File: src/rtl/lat_rf_pkg.sv
package lat_rf_pkg;

   localparam int MIN_BITS = 48;
   localparam int MAX_BITS = 2112;

   function automatic int addr_bits(input int depth);
      return (depth <= 2) ? 1 : $clog2(depth);
   endfunction

endpackage

File: src/rtl/lat_rf_par_chk.sv
module lat_rf_par_chk #(
   parameter int W  = 9,
   parameter bit EN = 1'b1
) (
   input  logic [W-1:0] word,
   input  logic         valid,
   output logic         err
);
   if (EN) begin : g_on
      assign err = valid & (^word);
   end else begin : g_off
      logic unused_in;
      assign unused_in = valid ^ (^word);
      assign err       = 1'b0;
   end
endmodule

File: src/rtl/lat_rf_col_decode.sv
module lat_rf_col_decode #(
   parameter int DEPTH = 16,
   parameter int AW    = 4
) (
   input  logic             en,
   input  logic [AW-1:0]    addr,
   output logic [DEPTH-1:0] sel
);
   always_comb begin
      sel = '0;
      for (int c = 0; c < DEPTH; c++) begin
         sel[c] = en && (addr == AW'(c));
      end
   end
endmodule

File: src/rtl/lat_rf_bit_row.sv
module lat_rf_bit_row #(
   parameter int DEPTH = 16,
   parameter int NRD   = 2,
   parameter int AW    = 4
) (
   input  logic                    clk,
   input  logic [DEPTH-1:0]        col_sel,
   input  logic                    wbit,
   input  logic [NRD-1:0][AW-1:0]  raddr,
   output logic [NRD-1:0]          rbit
);
   logic [DEPTH-1:0] cells;

   always_ff @(posedge clk) begin
      for (int c = 0; c < DEPTH; c++) begin
         if (col_sel[c]) cells[c] <= wbit;
      end
   end

   for (genvar p = 0; p < NRD; p++) begin : g_rd
      if (DEPTH == (1 << AW)) begin : g_full
         assign rbit[p] = cells[raddr[p]];
      end else begin : g_part
         assign rbit[p] = (32'(raddr[p]) < DEPTH) ? cells[raddr[p]] : 1'b0;
      end
   end
endmodule

File: src/rtl/lat_rf_rd_port.sv
module lat_rf_rd_port #(
   parameter int DATA_W  = 8,
   parameter int AW      = 4,
   parameter bit OUT_CHK = 1'b1
) (
   input  logic              clk,
   input  logic              rst,
   input  logic [AW-1:0]     addr_in,
   output logic [AW-1:0]     addr_q,
   input  logic [DATA_W:0]   word_in,
   output logic [DATA_W-1:0] data_q,
   output logic              par_q,
   output logic              perr_q
);
   logic bad;

   lat_rf_par_chk #(.W(DATA_W + 1), .EN(OUT_CHK)) u_out_chk (
      .word  (word_in),
      .valid (1'b1),
      .err   (bad)
   );

   always_ff @(posedge clk) begin
      if (rst) begin
         addr_q <= '0;
         data_q <= '0;
         par_q  <= 1'b0;
         perr_q <= 1'b0;
      end else begin
         addr_q <= addr_in;
         data_q <= word_in[DATA_W-1:0];
         par_q  <= word_in[DATA_W];
         perr_q <= bad;
      end
   end
endmodule

File: src/rtl/lat_regfile.sv
module lat_regfile
   import lat_rf_pkg::*;
#(
   parameter int DATA_W   = 8,
   parameter int DEPTH    = 16,
   parameter int RD_PORTS = 2,
   parameter bit IN_CHK   = 1'b1,
   parameter bit OUT_CHK  = 1'b1,
   localparam int AW      = addr_bits(DEPTH)
) (
   input  logic              clk,
   input  logic              rst,
   input  logic              wr_en,
   input  logic [AW-1:0]     wr_addr,
   input  logic [DATA_W-1:0] wr_data,
   input  logic              wr_par,
   input  logic [AW-1:0]     rd0_addr,
   input  logic [AW-1:0]     rd1_addr,
   output logic              wr_perr,
   output logic [DATA_W-1:0] rd0_data,
   output logic              rd0_par,
   output logic              rd0_perr,
   output logic [DATA_W-1:0] rd1_data,
   output logic              rd1_par,
   output logic              rd1_perr
);
   localparam int WORD_W     = DATA_W + 1;
   localparam int TOTAL_BITS = DATA_W * DEPTH;

   if (TOTAL_BITS < MIN_BITS || TOTAL_BITS > MAX_BITS) begin : g_bad_size
      $error("lat_regfile: DATA_W*DEPTH outside supported range");
   end
   if (RD_PORTS < 1 || RD_PORTS > 2) begin : g_bad_ports
      $error("lat_regfile: RD_PORTS must be 1 or 2");
   end

   // write side: input registers and entry check
   logic              we_q;
   logic [AW-1:0]     wa_q;
   logic [WORD_W-1:0] wd_q;
   logic              wperr_q;
   logic              in_bad;
   logic [DEPTH-1:0]  col_sel;

   lat_rf_par_chk #(.W(WORD_W), .EN(IN_CHK)) u_in_chk (
      .word  ({wr_par, wr_data}),
      .valid (wr_en),
      .err   (in_bad)
   );

   always_ff @(posedge clk) begin
      if (rst) begin
         we_q    <= 1'b0;
         wa_q    <= '0;
         wd_q    <= '0;
         wperr_q <= 1'b0;
      end else begin
         we_q    <= wr_en;
         wa_q    <= wr_addr;
         wd_q    <= {wr_par, wr_data};
         wperr_q <= in_bad;
      end
   end

   assign wr_perr = wperr_q;

   lat_rf_col_decode #(.DEPTH(DEPTH), .AW(AW)) u_dec (
      .en   (we_q),
      .addr (wa_q),
      .sel  (col_sel)
   );

   // storage core: one row per word bit
   logic [RD_PORTS-1:0][AW-1:0]     ra_core;
   logic [WORD_W-1:0][RD_PORTS-1:0] row_out;
   logic [RD_PORTS-1:0][WORD_W-1:0] core_word;

   for (genvar b = 0; b < WORD_W; b++) begin : g_row
      lat_rf_bit_row #(.DEPTH(DEPTH), .NRD(RD_PORTS), .AW(AW)) u_row (
         .clk     (clk),
         .col_sel (col_sel),
         .wbit    (wd_q[b]),
         .raddr   (ra_core),
         .rbit    (row_out[b])
      );
      for (genvar p = 0; p < RD_PORTS; p++) begin : g_tp
         assign core_word[p][b] = row_out[b][p];
      end
   end

   // read ports
   logic [1:0][AW-1:0]     ra_in;
   logic [1:0][DATA_W-1:0] rdo_data;
   logic [1:0]             rdo_par;
   logic [1:0]             rdo_perr;

   assign ra_in = {rd1_addr, rd0_addr};

   for (genvar p = 0; p < 2; p++) begin : g_port
      if (p < RD_PORTS) begin : g_live
         lat_rf_rd_port #(.DATA_W(DATA_W), .AW(AW), .OUT_CHK(OUT_CHK)) u_port (
            .clk     (clk),
            .rst     (rst),
            .addr_in (ra_in[p]),
            .addr_q  (ra_core[p]),
            .word_in (core_word[p]),
            .data_q  (rdo_data[p]),
            .par_q   (rdo_par[p]),
            .perr_q  (rdo_perr[p])
         );
      end else begin : g_idle
         logic unused_addr;
         assign unused_addr = ^ra_in[p];
         assign rdo_data[p] = '0;
         assign rdo_par[p]  = 1'b0;
         assign rdo_perr[p] = 1'b0;
      end
   end

   assign rd0_data = rdo_data[0];
   assign rd0_par  = rdo_par[0];
   assign rd0_perr = rdo_perr[0];
   assign rd1_data = rdo_data[1];
   assign rd1_par  = rdo_par[1];
   assign rd1_perr = rdo_perr[1];

endmodule

File: config.mk
export PLATFORM = sky130hd
export DESIGN_NAME = lat_regfile
export DESIGN_NICKNAME = d
export VERILOG_FILES = /design/src/rtl/lat_rf_pkg.sv /design/src/rtl/lat_rf_par_chk.sv /design/src/rtl/lat_rf_col_decode.sv /design/src/rtl/lat_rf_bit_row.sv /design/src/rtl/lat_rf_rd_port.sv /design/src/rtl/lat_regfile.sv
export SDC_FILE = /design/constraint.sdc
export NUM_CORES = 1
export LEC_CHECK = 0
export ABC_AREA = 1
export CORE_MARGIN = 2
export CORE_UTILIZATION = 38
export CTS_BUF_LIST = sky130_fd_sc_hd__clkbuf_8
export DETAILED_ROUTE_END_ITERATION = 6
export MAX_ROUTING_LAYER = met4
export PLACE_DENSITY = 0.65
export SYNTH_ARGS = -nofsm -noshare
export SYNTH_HDL_FRONTEND = slang
export SYNTH_SLANG_ARGS = --single-unit
File: constraint.sdc
create_clock -name clk -period 2.26 [get_ports clk]
set_input_delay 0.452 -clock clk [delete_from_list [all_inputs] [get_ports clk]]
set_output_delay 0.452 -clock clk [all_outputs]
set_load 0.02 [all_outputs]
### After elaboration in Yosys (flattened, before gate mapping)

Index checks and enable logic that the tools add are counted.

| storage, ports and cells | value |
|---|---|
| bits of input ports | 24 |
| bits in registers | 187 |

| cells by class | value |
|---|---|
| reduce and logical (&&, ||, !) cells | 20 |
| bitwise operators | 1 |
| multiplexer cells | 36 |
| eq/ne operators | 15 |
| order comparisons | 2 |

Operators by type and width:

| cell | count |
|---|---|
| 1-bit binary-select mux with 4-bit select | 18 |
| 4-bit == test (second input constant) | 8 |
| 9-bit parity | 3 |
| 1-bit 2-to-1 mux | 18 |
| 4-bit by 3-bit == test with 1-bit output (second input constant) | 4 |
| 1-bit logical AND | 16 |
| 4-bit by 5-bit less-than comparator with 1-bit output (second input constant) | 2 |
| 4-bit by 2-bit == test with 1-bit output (second input constant) | 2 |
| 4-bit by 1-bit == test with 1-bit output (second input constant) | 1 |
| 4-bit zero test | 1 |
| 1-bit AND | 1 |

### Longest topological paths before layout

| logic depth | value |
|---|---|
| depth in word-level cells | 3 |
| mapped depth | 17 |

### Hierarchy

From an unflattened synthesis, not the netlist that was laid out.

| second synthesis, totals | value |
|---|---|
| cells, all modules | 1184 |
| area, all modules | 9668.0 um2 |

Modules (own cells, without submodules):

| module | sequential area each (um2) | instances | cells an instance | area each (um2) |
|---|---|---|---|---|
| lat_rf_bit_row | 480.5 | 9 | 104 | 878.3 |
| lat_rf_rd_port | 280.3 | 2 | 44 | 400.4 |
| lat_regfile | 300.3 | 1 | 46 | 424.2 |
| lat_rf_par_chk | 0.0 | 3 | 27 | 136.4 |
| lat_rf_col_decode | 0.0 | 1 | 33 | 128.9 |

### Worst setup path before layout

No wires, ideal clock.

| timing | value |
|---|---|
| path type | register to register |
| start point | register g_port[0].g_live.u_port.addr_q[0] |
| end point | register g_port[0].g_live.u_port.perr_q |
| required time | 2.151 ns |
| stages on the path, launching flop included | 18 |
| setup time | 0.109 ns |
| path buffers | 3 |
| path slack | 0.605 ns |
| arrival | 1.546 ns |
| clock period less this slack | 1.655 ns |
| cells stage by stage | dfxtp_1 buf_6 buf_6 buf_8 o211ai_2 nand3_1 nand3_1 nand2_1 inv_1 nand2_1 nand2_1 nand2_1 nand2_1 nand2_1 nand2_1 nand2_1 nand2_1 inv_1 |

| on the way | value |
|---|---|
| word-level cells in the longest chain between the ends | 3 |
| elaborated cells on any way between the ends | 19 |
| classes of those cells | mux: 18; reduce/logical: 1 |

Ends and longest elaborated chain:

| what | RTL line | text |
|---|---|---|
| from (decl) | lat_rf_rd_port.sv:9 | `output logic [AW-1:0] addr_q,` |
| from (signal assigned) | lat_rf_rd_port.sv:30 | `addr_q <= addr_in;` |
| 1-bit binary-select mux with 4-bit select | lat_rf_bit_row.sv:22 | `assign rbit[p] = cells[raddr[p]];` |
| 1-bit 2-to-1 mux (implied by the code) | lat_rf_bit_row.sv:22 |  |
| 9-bit parity * | lat_rf_par_chk.sv:10 | `assign err = valid & (^word);` |
| to (signal assigned) | lat_rf_rd_port.sv:28 | `perr_q <= 1'b0;` |
| to (signal assigned) | lat_rf_rd_port.sv:33 | `perr_q <= bad;` |
| to (decl) | lat_rf_rd_port.sv:13 | `output logic perr_q` |

Every way passes the cells marked *; elsewhere a longest branch is shown, timed or not. The select of a mux whose other input is x is not followed.
A chain may end at the register's enable or synchronous reset.

### Worst setup path after layout

| timing | value |
|---|---|
| start point | register g_port[1].g_live.u_port.addr_q[0] |
| end point | register g_port[1].g_live.u_port.perr_q |

| on the way | value |
|---|---|
| word-level cells in the longest chain between the ends | 3 |
| elaborated cells on any way between the ends | 19 |
| classes of those cells | mux: 18; reduce/logical: 1 |

Ends and longest elaborated chain:

| what | RTL line |
|---|---|
| from (decl) | lat_rf_rd_port.sv:9 |
| from (signal assigned) | lat_rf_rd_port.sv:30 |
| 1-bit binary-select mux with 4-bit select | lat_rf_bit_row.sv:22 |
| 1-bit 2-to-1 mux (implied by the code) | lat_rf_bit_row.sv:22 |
| 9-bit parity * | lat_rf_par_chk.sv:10 |
| to (signal assigned) | lat_rf_rd_port.sv:28 |
| to (signal assigned) | lat_rf_rd_port.sv:33 |
| to (decl) | lat_rf_rd_port.sv:13 |

Marks and branches as above.

==> reports/metrics.cfg <==
[outcome]
outcome = completed

[timing]
setup_violations = 0
fin_crit_sh = 0.905
maxSlewViolCount = 0
finalHoldViolCount = 0
fmax_mhz = 489
fin_skew_ns = 0.0104
fin_crit_ns = 2.05
tightest_slew_ns = 0.698
relSlewSlack = 0.534
rsz0062_at_grt = false
tns_ns = 0

[clock_tree]
cts.clk_slew.worst_paths_ns = 0.10
ctsResizeCount = 0
cts-hold-fix-buffers = 0
htreeDepth = 4
cts_setup_buffers = 0
cts_root_buf = clkbuf_8
cts_buffer_depth = 2
clock-sinks = 187
cts_tree = built
clk_latency_ns = 0.47
cts_buffers = 17

[placed_design]
hpwlAfterDp_um = 16200
io_buffers = 44
gp_congestion = 0.857
placed_area_um2 = 10100

[grt]
grt_max_degree = 56
grt_pass1_vias = 6816
grt_util_all_layers = 0.200
antenna_found_initial = 0
overflow = 0
grt_pass1_wl_um = 37900

[worst_setup_path]
critPathMaxFanout = 55
end_kind = flip-flop
ff2ff_path_depth = 14
cp.required_ns = 2.63
crit_top_cell = nand2_1
rr_startpoint = g_port[1].g_live.u_port.addr_q[0]$_SDFF_PP0_
crit_type = flip-flop to flip-flop
crit_family = simple AND/OR/NAND/NOR gates
critPathBufInv = 2
rrSetupSlack_ns = 0.21
critPathSlowestCell = dfxtp_4
path_cells = buf_12 > or2_0 > nand3_1 > nand3_1 > nand3_1 > nand2_1 > inv_2 > nand2_1 > nand2_1 > nand2_1 > nand2_1 > nand2_1 > a21oi_1 > nor2_1
start_kind = flip-flop
regToRegEndpoint = g_port[1].g_live.u_port.perr_q$_SDFF_PP0_
max_stage_delay_ns = 0.39
cp.arrival_ns = 2.42

[layout]
nNetsFinal = 1130
finish.utilization = 0.435
area_growth_pct = 13.5
antennaDiodeCount = 0
drive_above_1_share = 0.0929
final_cell_area_um2 = 10500

[synthesis]
ys_seq_area_frac = 0.562
yosys_warnings = 0
synth.most_common_cell = nand2_1
synth_top_area_frac = 0.468
syn_nets = 1089
syn-cell-area_um2 = 9230
async_flop_share = 0
synthTopCellsByArea = edfxtp_1, nand2_1, dfxtp_1
synth.avg_cell_area_um2 = 8.67
ys_ff_latch = 187
synth_commonest_cells = nand2_1, nand3_1, edfxtp_1
synth_top_cell_by_area = edfxtp_1
synth_cell_types = 28
synth_edf_count = 144
ys.flop_type = edfxtp_1
synthCells = 1065

[hold_path]
min-delay-start = rd0_addr[3]
hp-class = primary input to flip-flop
hold_path_end = g_port[0].g_live.u_port.addr_q[3]$_SDFF_PP0_
hold-path-cell-count = 3

[power]
vdd_ir_drop_max_mv = 0.376
power_density_nw_per_um2 = 674
p_leak_nw = 4.36

[floorplanning]
die_h_um = 160
die_x_um = 160
core-area_um2 = 24100
start_util = 0.383
die-area_um2 = 25600
ios = 45
core.rowCount = 57

[drt]
post_drt_via_cell_ratio = 5.01
antenna_left = 0
drt_iter0_markers = 735
wl_per_cell_um = 16.8
firstDrtPassIters = 5
finalWirelength_um = 24200
num_vias = 7235
drc = 0

[run]
maxCapViolCount = 0

where the power goes:
| part | switching [mW] | internal, mW | total [mW] |
|---|---|---|---|
| logic | 0.612 | 0.369 | 0.981 |
| clock network | 1.27 | 0.928 | 2.20 |
| registers | 0.0874 | 3.79 | 3.88 |
| total | 1.97 | 5.09 | 7.06 |
per-stage QoR:
step                hold slack [ns]  power (mW)  std cells  worst slack, ns
floorplan                     0.559        4.57       1065            0.605
finish                        0.485        7.06       1443            0.214
global route                  0.459        7.35       1443           0.0290
CTS                           0.468        7.09       1443            0.233
global placement              0.687        4.92       1411            0.290
detailed placement            0.691        4.93       1411            0.262
worst min-delay path, cell delays in order:
cell and delay (ns):
clkdlybuf4s50_1 0.39, inv_1 0.05, nor2_1 0.03
layer usage:
layer,global-route usage,vias to the layer above,wire length (um)
met2,0.318,304,11500
met3,0.0442,47,1860
met4,0.0659,0,598
met1,0.256,3344,10200
met5,-,-,0
li1,-,3540,-
layout by cell type, fill, tap and decap left out, types with 18 or more instances in the layout:
master / count
nor2_1: 104
nand3_1: 156
clkdlybuf4s50_1: 44
clkbuf_8: 18
o21ai_0: 24
edfxtp_1: 144
nand2_1: 289
o211ai_1: 38
inv_1: 137
dfxtp_1: 40
buf_4: 30
sequential cells by signal, summed over array words and instances (netlist names):
signal / count
g_port.g_live.u_port.par_q: 2
g_port.g_live.u_port.perr_q: 2
g_row.u_row.cells: 144
wd_q: 9
wa_q: 4
g_port.g_live.u_port.data_q: 16
g_port.g_live.u_port.addr_q: 8
we_q: 1
wr_perr: 1
worst max-delay path by stage:
stage | from | end | slack (ns) | depth (start not counted)
finish | g_port[1].g_live.u_port.addr_q[0]$_SDFF_PP0_ | g_port[1].g_live.u_port.perr_q$_SDFF_PP0_ | 0.21 | 14
detailed placement | g_port[1].g_live.u_port.addr_q[0]$_SDFF_PP0_ | g_port[1].g_live.u_port.perr_q$_SDFF_PP0_ | 0.26 | 14
global placement | g_port[1].g_live.u_port.addr_q[0]$_SDFF_PP0_ | g_port[1].g_live.u_port.perr_q$_SDFF_PP0_ | 0.29 | 14
floorplan | g_port[0].g_live.u_port.addr_q[0]$_SDFF_PP0_ | g_port[0].g_live.u_port.perr_q$_SDFF_PP0_ | 0.61 | 17
CTS | g_port[1].g_live.u_port.addr_q[0]$_SDFF_PP0_ | g_port[1].g_live.u_port.perr_q$_SDFF_PP0_ | 0.23 | 14
global route | g_port[0].g_live.u_port.addr_q[0]$_SDFF_PP0_ | g_port[0].g_live.u_port.perr_q$_SDFF_PP0_ | 0.03 | 16
final cells by class:
| class | instances | area (um2) |
|---|---|---|
| clock inverters | 14 | 133 |
| clock buffers | 18 | 248 |
| inverters | 154 | 581 |
| flip-flops and latches | 187 | 5190 |
| repair buffers | 82 | 826 |
| multi-input cells | 664 | 3090 |
| well taps | 324 | 405 |
| fillers | 2359 | 13600 |
cells by family after synthesis:
logic type	count (synthesis)	synth area share
simple gates	560	0.252
buf+inv	214	0.104
flops	187	0.562
compound gates	96	0.0754
xor+xnor	8	0.00759
Note: power is estimated with default switching activity, not from simulation.
